## src/rtl/bitop_pkg.sv

```systemverilog
package bitop_pkg;
  localparam int DATA_W = 8;
  localparam int SEL_W  = 3;
  // flag byte bit positions
  localparam int F_S  = 7;
  localparam int F_Z  = 6;
  localparam int F_H  = 4;
  localparam int F_PV = 2;
  localparam int F_N  = 1;
  localparam int F_C  = 0;
  localparam logic [SEL_W-1:0] MEM_CODE = 3'd6;

  typedef enum logic [1:0] {
    K_SHIFT = 2'd0,
    K_TEST  = 2'd1,
    K_RES   = 2'd2,
    K_SET   = 2'd3
  } op_kind_e;

  // strobes from control to datapath
  typedef struct packed {
    logic             load;
    op_kind_e         kind;
    logic [SEL_W-1:0] shiftSel;
    logic [SEL_W-1:0] bitIdx;
  } dp_ctl_t;
endpackage

```

## src/rtl/bitop_ctrl.sv

```systemverilog
module bitop_ctrl
  import bitop_pkg::*;
#(
  parameter bit INDEX_COPY = 1'b1
) (
  input  logic             clk,
  input  logic             rstN,
  input  logic             start,
  input  logic [7:0]       opcode,
  input  logic             indexed,
  output dp_ctl_t          ctl,
  output logic             done,
  output logic             regWrEn,
  output logic [SEL_W-1:0] regSel,
  output logic             memWrEn
);
  op_kind_e kindNow;
  logic     isMemSel;
  logic     wantMem;
  logic     wantReg;
  logic     testQ;

  always_comb begin
    kindNow  = op_kind_e'(opcode[7:6]);
    isMemSel = (opcode[2:0] == MEM_CODE);
    wantMem  = (kindNow != K_TEST) && (indexed || isMemSel);
    wantReg  = (kindNow != K_TEST) && !isMemSel && (!indexed || INDEX_COPY);
    ctl.load     = start;
    ctl.kind     = kindNow;
    ctl.shiftSel = opcode[5:3];
    ctl.bitIdx   = opcode[5:3];
  end

  always_ff @(posedge clk) begin
    if (!rstN) begin
      done    <= 1'b0;
      regWrEn <= 1'b0;
      memWrEn <= 1'b0;
      regSel  <= '0;
      testQ   <= 1'b0;
    end else begin
      done    <= start;
      regWrEn <= start && wantReg;
      memWrEn <= start && wantMem;
      testQ   <= start && (kindNow == K_TEST);
      if (start) regSel <= opcode[2:0];
    end
  end

  // done follows start by exactly one cycle
  a_r2_done_follows: assert property (@(posedge clk) disable iff (!rstN)
    start |=> done);
  a_r2_done_single: assert property (@(posedge clk) disable iff (!rstN)
    !start |=> !done);
  a_r2_strobe_in_done: assert property (@(posedge clk) disable iff (!rstN)
    (regWrEn || memWrEn) |-> done);
  // a bit test never writes back
  a_r9_test_no_write: assert property (@(posedge clk) disable iff (!rstN)
    testQ |-> !(regWrEn || memWrEn));
  // indexed non-test always writes memory
  a_r8_idx_mem: assert property (@(posedge clk) disable iff (!rstN)
    (start && indexed && opcode[7:6] != 2'b01) |=> memWrEn);
  // memory-only indexed variant never copies into a register
  a_r10_no_copy: assert property (@(posedge clk) disable iff (!rstN)
    (start && indexed && !INDEX_COPY) |=> !regWrEn);
endmodule

```

## src/rtl/bitop_dp.sv

```systemverilog
module bitop_dp
  import bitop_pkg::*;
(
  input  logic              clk,
  input  logic              rstN,
  input  dp_ctl_t           ctl,
  input  logic [DATA_W-1:0] operand,
  input  logic [DATA_W-1:0] flagsIn,
  output logic [DATA_W-1:0] result,
  output logic [DATA_W-1:0] flagsOut
);
  localparam int MSB = DATA_W - 1;

  logic [DATA_W-1:0] shRes;
  logic              shOut;
  logic [DATA_W-1:0] bitMask;
  logic [DATA_W-1:0] nextRes;
  logic [DATA_W-1:0] nextFlags;
  logic              cIn;

  always_comb begin
    cIn = flagsIn[F_C];
    unique case (ctl.shiftSel)
      3'd0: begin shRes = {operand[MSB-1:0], operand[MSB]}; shOut = operand[MSB]; end
      3'd1: begin shRes = {operand[0], operand[MSB:1]};     shOut = operand[0];   end
      3'd2: begin shRes = {operand[MSB-1:0], cIn};          shOut = operand[MSB]; end
      3'd3: begin shRes = {cIn, operand[MSB:1]};            shOut = operand[0];   end
      3'd4: begin shRes = {operand[MSB-1:0], 1'b0};         shOut = operand[MSB]; end
      3'd5: begin shRes = {operand[MSB], operand[MSB:1]};   shOut = operand[0];   end
      3'd6: begin shRes = {operand[MSB-1:0], 1'b1};         shOut = operand[MSB]; end
      default: begin shRes = {1'b0, operand[MSB:1]};        shOut = operand[0];   end
    endcase

    bitMask   = DATA_W'(1) << ctl.bitIdx;
    nextFlags = flagsIn;
    unique case (ctl.kind)
      K_SHIFT: begin
        nextRes          = shRes;
        nextFlags[F_S]   = shRes[MSB];
        nextFlags[F_Z]   = (shRes == '0);
        nextFlags[F_H]   = 1'b0;
        nextFlags[F_PV]  = ~^shRes;
        nextFlags[F_N]   = 1'b0;
        nextFlags[F_C]   = shOut;
      end
      K_TEST: begin
        nextRes          = operand;
        nextFlags[F_Z]   = ((operand & bitMask) == '0);
        nextFlags[F_H]   = 1'b1;
        nextFlags[F_N]   = 1'b0;
      end
      K_RES:   nextRes = operand & ~bitMask;
      default: nextRes = operand | bitMask;
    endcase
  end

  always_ff @(posedge clk) begin
    if (!rstN) begin
      result   <= '0;
      flagsOut <= '0;
    end else if (ctl.load) begin
      result   <= nextRes;
      flagsOut <= nextFlags;
    end
  end

  // set/reset leave flags untouched
  a_r7_flags_kept: assert property (@(posedge clk) disable iff (!rstN)
    (ctl.load && (ctl.kind == K_RES || ctl.kind == K_SET)) |=> flagsOut == $past(flagsIn));
  // bit test keeps carry, sets H, clears N, passes operand
  a_r6_test_flags: assert property (@(posedge clk) disable iff (!rstN)
    (ctl.load && ctl.kind == K_TEST) |=>
      (flagsOut[F_C] == $past(flagsIn[F_C])) && flagsOut[F_H] && !flagsOut[F_N]
      && result == $past(operand));
  // shifts clear H and N
  a_r5_hn_clear: assert property (@(posedge clk) disable iff (!rstN)
    (ctl.load && ctl.kind == K_SHIFT) |=> !flagsOut[F_H] && !flagsOut[F_N]);
  // outputs hold without a load
  a_r2_hold: assert property (@(posedge clk) disable iff (!rstN)
    !ctl.load |=> $stable(result) && $stable(flagsOut));
endmodule

```

## src/rtl/bitop_unit.sv

```systemverilog
module bitop_unit
  import bitop_pkg::*;
#(
  parameter bit INDEX_COPY = 1'b1
) (
  input  logic              clk,
  input  logic              rstN,
  input  logic              start,
  input  logic [7:0]        opcode,
  input  logic [DATA_W-1:0] operand,
  input  logic [DATA_W-1:0] flagsIn,
  input  logic              indexed,
  output logic              done,
  output logic [DATA_W-1:0] result,
  output logic [DATA_W-1:0] flagsOut,
  output logic              regWrEn,
  output logic [SEL_W-1:0]  regSel,
  output logic              memWrEn
);
  dp_ctl_t ctl;

  bitop_ctrl #(.INDEX_COPY(INDEX_COPY)) ctrl_i (
    .clk(clk), .rstN(rstN), .start(start), .opcode(opcode), .indexed(indexed),
    .ctl(ctl), .done(done), .regWrEn(regWrEn), .regSel(regSel), .memWrEn(memWrEn)
  );

  bitop_dp dp_i (
    .clk(clk), .rstN(rstN), .ctl(ctl), .operand(operand), .flagsIn(flagsIn),
    .result(result), .flagsOut(flagsOut)
  );
endmodule

```

## config.mk

```make
export PLATFORM = sky130hd
export DESIGN_NAME = bitop_unit
export DESIGN_NICKNAME = d
export VERILOG_FILES = /design/src/rtl/bitop_pkg.sv /design/src/rtl/bitop_ctrl.sv /design/src/rtl/bitop_dp.sv /design/src/rtl/bitop_unit.sv
export SDC_FILE = /design/constraint.sdc
export NUM_CORES = 1
export LEC_CHECK = 0
export ABC_AREA = 1
export BUFFER_PORTS_ARGS = -buffer_cell sky130_fd_sc_hd__buf_4
export CAP_MARGIN = 20
export CORE_ASPECT_RATIO = 1.1
export CORE_UTILIZATION = 43
export CTS_BUF_LIST = sky130_fd_sc_hd__clkbuf_8
export DETAILED_ROUTE_END_ITERATION = 10
export GPL_TIMING_DRIVEN = 0
export PLACE_DENSITY = 0.75
export SLEW_MARGIN = 0
export SYNTH_ARGS = -nofsm -noshare
export SYNTH_HDL_FRONTEND = slang
export SYNTH_SLANG_ARGS = --single-unit
```

## constraint.sdc

```tcl
create_clock -name clk -period 4.65 [get_ports clk]
set_input_delay 0.465 -clock clk [delete_from_list [all_inputs] [get_ports clk]]
set_output_delay 0.465 -clock clk [all_outputs]
set_load 0.02 [all_outputs]
```

Yosys cells after proc, flatten, opt, wreduce, memory -nomap -nowiden:

Index checks and enable logic that the tools add are counted.

* shift-type cells: 1
* mux-type cells: 9
* equality and inequality tests: 10
* reductions and logical operators: 13
* bitwise operators: 4

Operator list (number)
* 8-bit case mux with 7 select lines: 1
* 8-bit case mux with 3 select lines: 1
* 8-bit AND: 2
* 8-bit logical NOT: 2
* 3-bit == test, second input constant: 4
* 8-bit NOT: 1
* 8-bit bitwise OR: 1
* 8-bit XNOR reduction: 1
* 1-bit by 3-bit left shift with 8-bit output, first input constant: 1
* 3-bit by 2-bit == test with 1-bit output, second input constant: 2
* 1-bit two-way mux: 5
* 1-bit logical AND: 4
* 1-bit case mux with 2 select lines: 2
* 4-bit OR reduction: 1
* 3-bit by 1-bit == test with 1-bit output, second input constant: 1
* 3-bit logical NOT: 1
* 2-bit by 1-bit == test with 1-bit output, second input constant: 1
* 2-bit == test, second input constant: 1
* 2-bit logical NOT: 1
* 2-bit by 1-bit inequality test with 1-bit output, second input constant: 1
* 2-bit OR reduction: 1
* 1-bit logical NOT: 1
* 1-bit logical OR: 1

* register bits: 22
* word-level logic and storage cells: 43
* output and inout bits: 22

Logic depth before layout (Yosys ltp):

* depth after elaboration: 4
* mapped depth: 13

Hierarchy:

From an unflattened synthesis, not the netlist that was laid out.

* cells, all modules: 228
* area total of the unflattened synthesis: 1448.9 µm²

Modules (own cells, without submodules)
* bitop_dp: area each 1168.6 µm², seq. area each 320.3 µm², times used 1, cells an instance 194
* bitop_ctrl: area each 280.3 µm², seq. area each 120.1 µm², times used 1, cells an instance 34

Least setup slack after synthesis:

Ideal clock, no wire load.

* kind: input to register
* start: input port opcode[5]
* end: register dp_i.flagsOut[2]
* data required time: 4.527 ns
* buffers on the path: 1
* cell stages on the path: 11
* arrival: 1.719 ns
* library setup time: 0.123 ns
* setup slack: 2.808 ns
* cells stage by stage: buf_4 nor2_4 nand3_1 nand4_1 inv_1 ha_1 xnor2_1 xnor2_1 nand2_1 nand2_1 a21oi_1

* cells in the longest elaborated chain, start to end: 4
* elaborated cells between the ends (all ways): 10
* those cells by class: eq/ne: 6; mux: 2; reduce/logical: 2

Ends and longest elaborated chain
* start: declaration: RTL line bitop_unit.sv:9 `input logic [7:0] opcode,`
* 3-bit == test (tied with other cells): RTL line bitop_dp.sv:23 `unique case (ctl.shiftSel)`
* 8-bit case mux with 7 select lines *: RTL line bitop_dp.sv:23
* 8-bit XNOR reduction *: RTL line bitop_dp.sv:42 `nextFlags[F_PV] = ~^shRes;`
* 1-bit two-way mux *: RTL line bitop_dp.sv:36 `unique case (ctl.kind)`
* end signal: assignment: RTL line bitop_dp.sv:63 `flagsOut <= nextFlags;`
* end: declaration: RTL line bitop_dp.sv:10 `output logic [DATA_W-1:0] flagsOut`

Mark *: on every way between the ends. The rest lies on a longest branch, timed or not.
A chain may end at the register's enable or synchronous reset.

Final worst setup path:

* start: input port opcode[3]
* end: register dp_i.flagsOut[2]

Same word-level chain as after synthesis.

==> summary.txt <==
via count - 1651
Power Total - 0.4950 mW
die width - 57.30 µm
via-per-instance ratio - 5.326
Hold EP - dp_i.flagsOut[3]
Post-Synth Adder-Cell Area - 0.03460
H-Tree Depth - 1
post-synthesis compound-gate area fraction - 0.2284
Post-Syn Area - 1446 µm²
min-delay src - flagsIn[3]
Row Count - 21
Post-Synthesis Cells - 226
fillers - 322
number of synthesized flops with an enable pin - 0
largest family of logic cells by synthesized area - simple AND/OR/NAND/NOR gates
async set or reset register ratio after synthesis - 0
vias in the first global route - 1442
dpl cells - 306
Yosys Warn Count - 0
RSZ-0062 raised after global routing - false
TritonCTS buffer count - 3
worst hold path type - primary input to flop
crit share post-route - 0.4010
setup violators final - 0
layout cells sized above 1 - 0.2609
outcome - complete, but fails checks
post_cts resized - 0
worst r2r src - dp_i.result[4]
Final HPWL DP - 3010 µm
Primary FF master, synth - dfxtp_1
Max transition margin - 0.6781
CTS clk-pin slew, worst paths - 0.08 ns
NetSw - 0.1522 mW
R2R cell count - 2
clk_lat worst skew - 0.25 ns
First DRT Iteration DRCs - 79
leakage power - 0.9337 nW
max_cap viols - 0
count of different cell masters after synthesis - 28
Hold WS - 0.4352 ns
Initial Util - 0.4626
first-pass GRT wire length - 6520 µm
Final Max Slew Viols - 0
CP Max Fanout - 10
Overall Global Routing Usage - 0.2256
Root Buffer - clkbuf_8
Die H - 62.83 µm
post-CTS setup buffers - 0
nets - 309
r2r endpoint - dp_i.result[4]
XOR/XNOR Fraction of Synth Area - 0.01817
post-synth top area share - 0.3045
Layout Cells excl Fill - 310
Placer Congestion - 0.8752
Buffers on Ports - 46
CP endpoint kind - flop
final worst path period need - 1.864 ns
WP data arrival - 2.00 ns
internal power - 0.3428 mW
largest net degree at the start of global routing - 13
detailed-route DRC error count - 6
I/O pins - 50
worst-margin pin slew - 0.4829 ns
n_diodes - 0
GR Overflow Total - 0
Peak VDD IR - 0.00009848 V
Setup Crit Path Kind - primary input to flop
CTS Buffer Depth - 2
Synth Register Bits - 22
Worst setup SP type - primary input
CTS Hold Bufs - 0
leading area contributor after synthesis - dfxtp_1
final WL - 3761 µm
synth cell count leaders - 47 x nand2_1, 32 x nor2_1, 24 x o21ai_0, 22 x dfxtp_1, 18 x inv_1
TNS Setup - 0 ns
Pwr Density - 262.0 nW/µm²
most numerous cell in the Yosys netlist - nand2_1
WP data required - 4.79 ns
Pre-Repair DR Iteration Count - 8
syn_nets - 258
failing checks - design-rule violations
sequential share of power - 0.418
antenna violations before repair - 0
reg2reg setup slack - 3.99 ns
Seq/Total Area, Yosys - 0.3045
Clock Power Share - 0.267
CTS tree - done
top cells by area, synth - dfxtp_1 30%, nand2_1 12%, o21ai_0 8.3%
CORE AREA - 3127 µm²
final hold vios - 0
FMAX - 536.3 MHz
mux cell area share after synthesis - 0
Sw Ratio - 0.3074
hold-critical path depth - 3
final clock skew - 0 ns
clock net sink count - 22
combinational power share - 0.315
simple-gate share of the synthesized area - 0.3071
wire per inst - 12.13 µm
syn avg cell area - 6.400 µm²
Routed Antenna Nets - 0
die footprint - 3600 µm²
P&R area growth vs syn - 30.62%
[stage by stage]
step                utilization  cell area [µm²]  worst slack (ns)
global route             0.6042             1889             2.671
CTS                      0.6042             1889             2.800
detailed placement       0.5866             1834             2.537
floorplan                     -             1446             2.808
global placement         0.5866             1834             2.559
finish                   0.6042             1889             2.786
[state kept, by name, summed over array words and instances (netlist names)]
register	count
dp_i.flagsOut	8
ctrl_i.memWrEn	1
dp_i.result	8
ctrl_i.regSel	3
ctrl_i.regWrEn	1
ctrl_i.done	1
[layer usage]
metal | share of wire | global-route usage | wire [µm] | vias up
li1 | - | - | - | 850
met1 | 0.46 | 0.3015 | 1725 | 726
met2 | 0.47 | 0.3765 | 1750 | 73
met3 | 0.069 | 0.03520 | 261 | 2
met4 | 0.0061 | 0.05488 | 23 | 0
met5 | 0 | 0 | 0 | -
[area by class of cell]
class | count | area, µm² | share of cell area
Buffer | 10 | 68.82 | 0.03642
Clock buffer | 4 | 55.05 | 0.02914
Inverter | 23 | 86.33 | 0.04570
Multi-Input combinational cell | 171 | 850.8 | 0.4503
Sequential cell | 22 | 440.4 | 0.2331
Tap cell | 34 | 42.54 | 0.02252
Timing Repair Buffer | 46 | 345.3 | 0.1828
[placed cells by master, fill, tap and decap left out, drive strengths merged]
master / Yosys / routed
o22ai: 1 / 1
nor3: 4 / 4
xor2: 1 / 1
o211ai: 2 / 2
dfxtp: 22 / 22
nand4: 4 / 4
nand3: 12 / 12
a21oi: 17 / 17
inv: 23 / 23
a31oi: 6 / 6
nor2: 36 / 36
o21ai: 32 / 32
a41oi: 1 / 1
ha: 4 / 4
clkbuf: 3 / 7
nand2: 48 / 48
or2: 1 / 1
xnor2: 2 / 2
buf: 7 / 53
[worst max-delay path, cell delays in order]
cell and delay (ns):
buf_4 0.13, buf_6 0.14, nor2_2 0.16, o21ai_1 0.08, nand4_1 0.11, inv_1 0.06, ha_1 0.30, xnor2_1 0.20
xnor2_1 0.17, nand2_1 0.07, nand2_1 0.06, a21oi_1 0.05
[cell families after synthesis]
| kind of cell | after synthesis |
|---|---|
| compound gates | 59 |
| xor+xnor | 3 |
| fa+ha+maj | 4 |
| buf+inv | 33 |
| flops | 22 |
| simple gates | 105 |
[power by group through the flow]
stage / Sequential, mW / Combinational (mW) / Clock [mW]
after global routing: 0.209 / 0.173 / 0.143
after global placement: 0.211 / 0.154 / 0
after floorplan: 0.227 / 0.0795 / 0
after CTS: 0.207 / 0.155 / 0.135
final: 0.207 / 0.156 / 0.132
after detailed placement: 0.211 / 0.155 / 0
[worst max-delay path by stage]
stage	start	to
global route	opcode[3]	dp_i.flagsOut[2]
floorplan	opcode[5]	dp_i.flagsOut[2]
detailed placement	opcode[3]	dp_i.flagsOut[2]
finish	opcode[3]	dp_i.flagsOut[2]
CTS	opcode[3]	dp_i.flagsOut[2]
global placement	opcode[3]	dp_i.flagsOut[2]
Power figures use the tool's default switching activity.
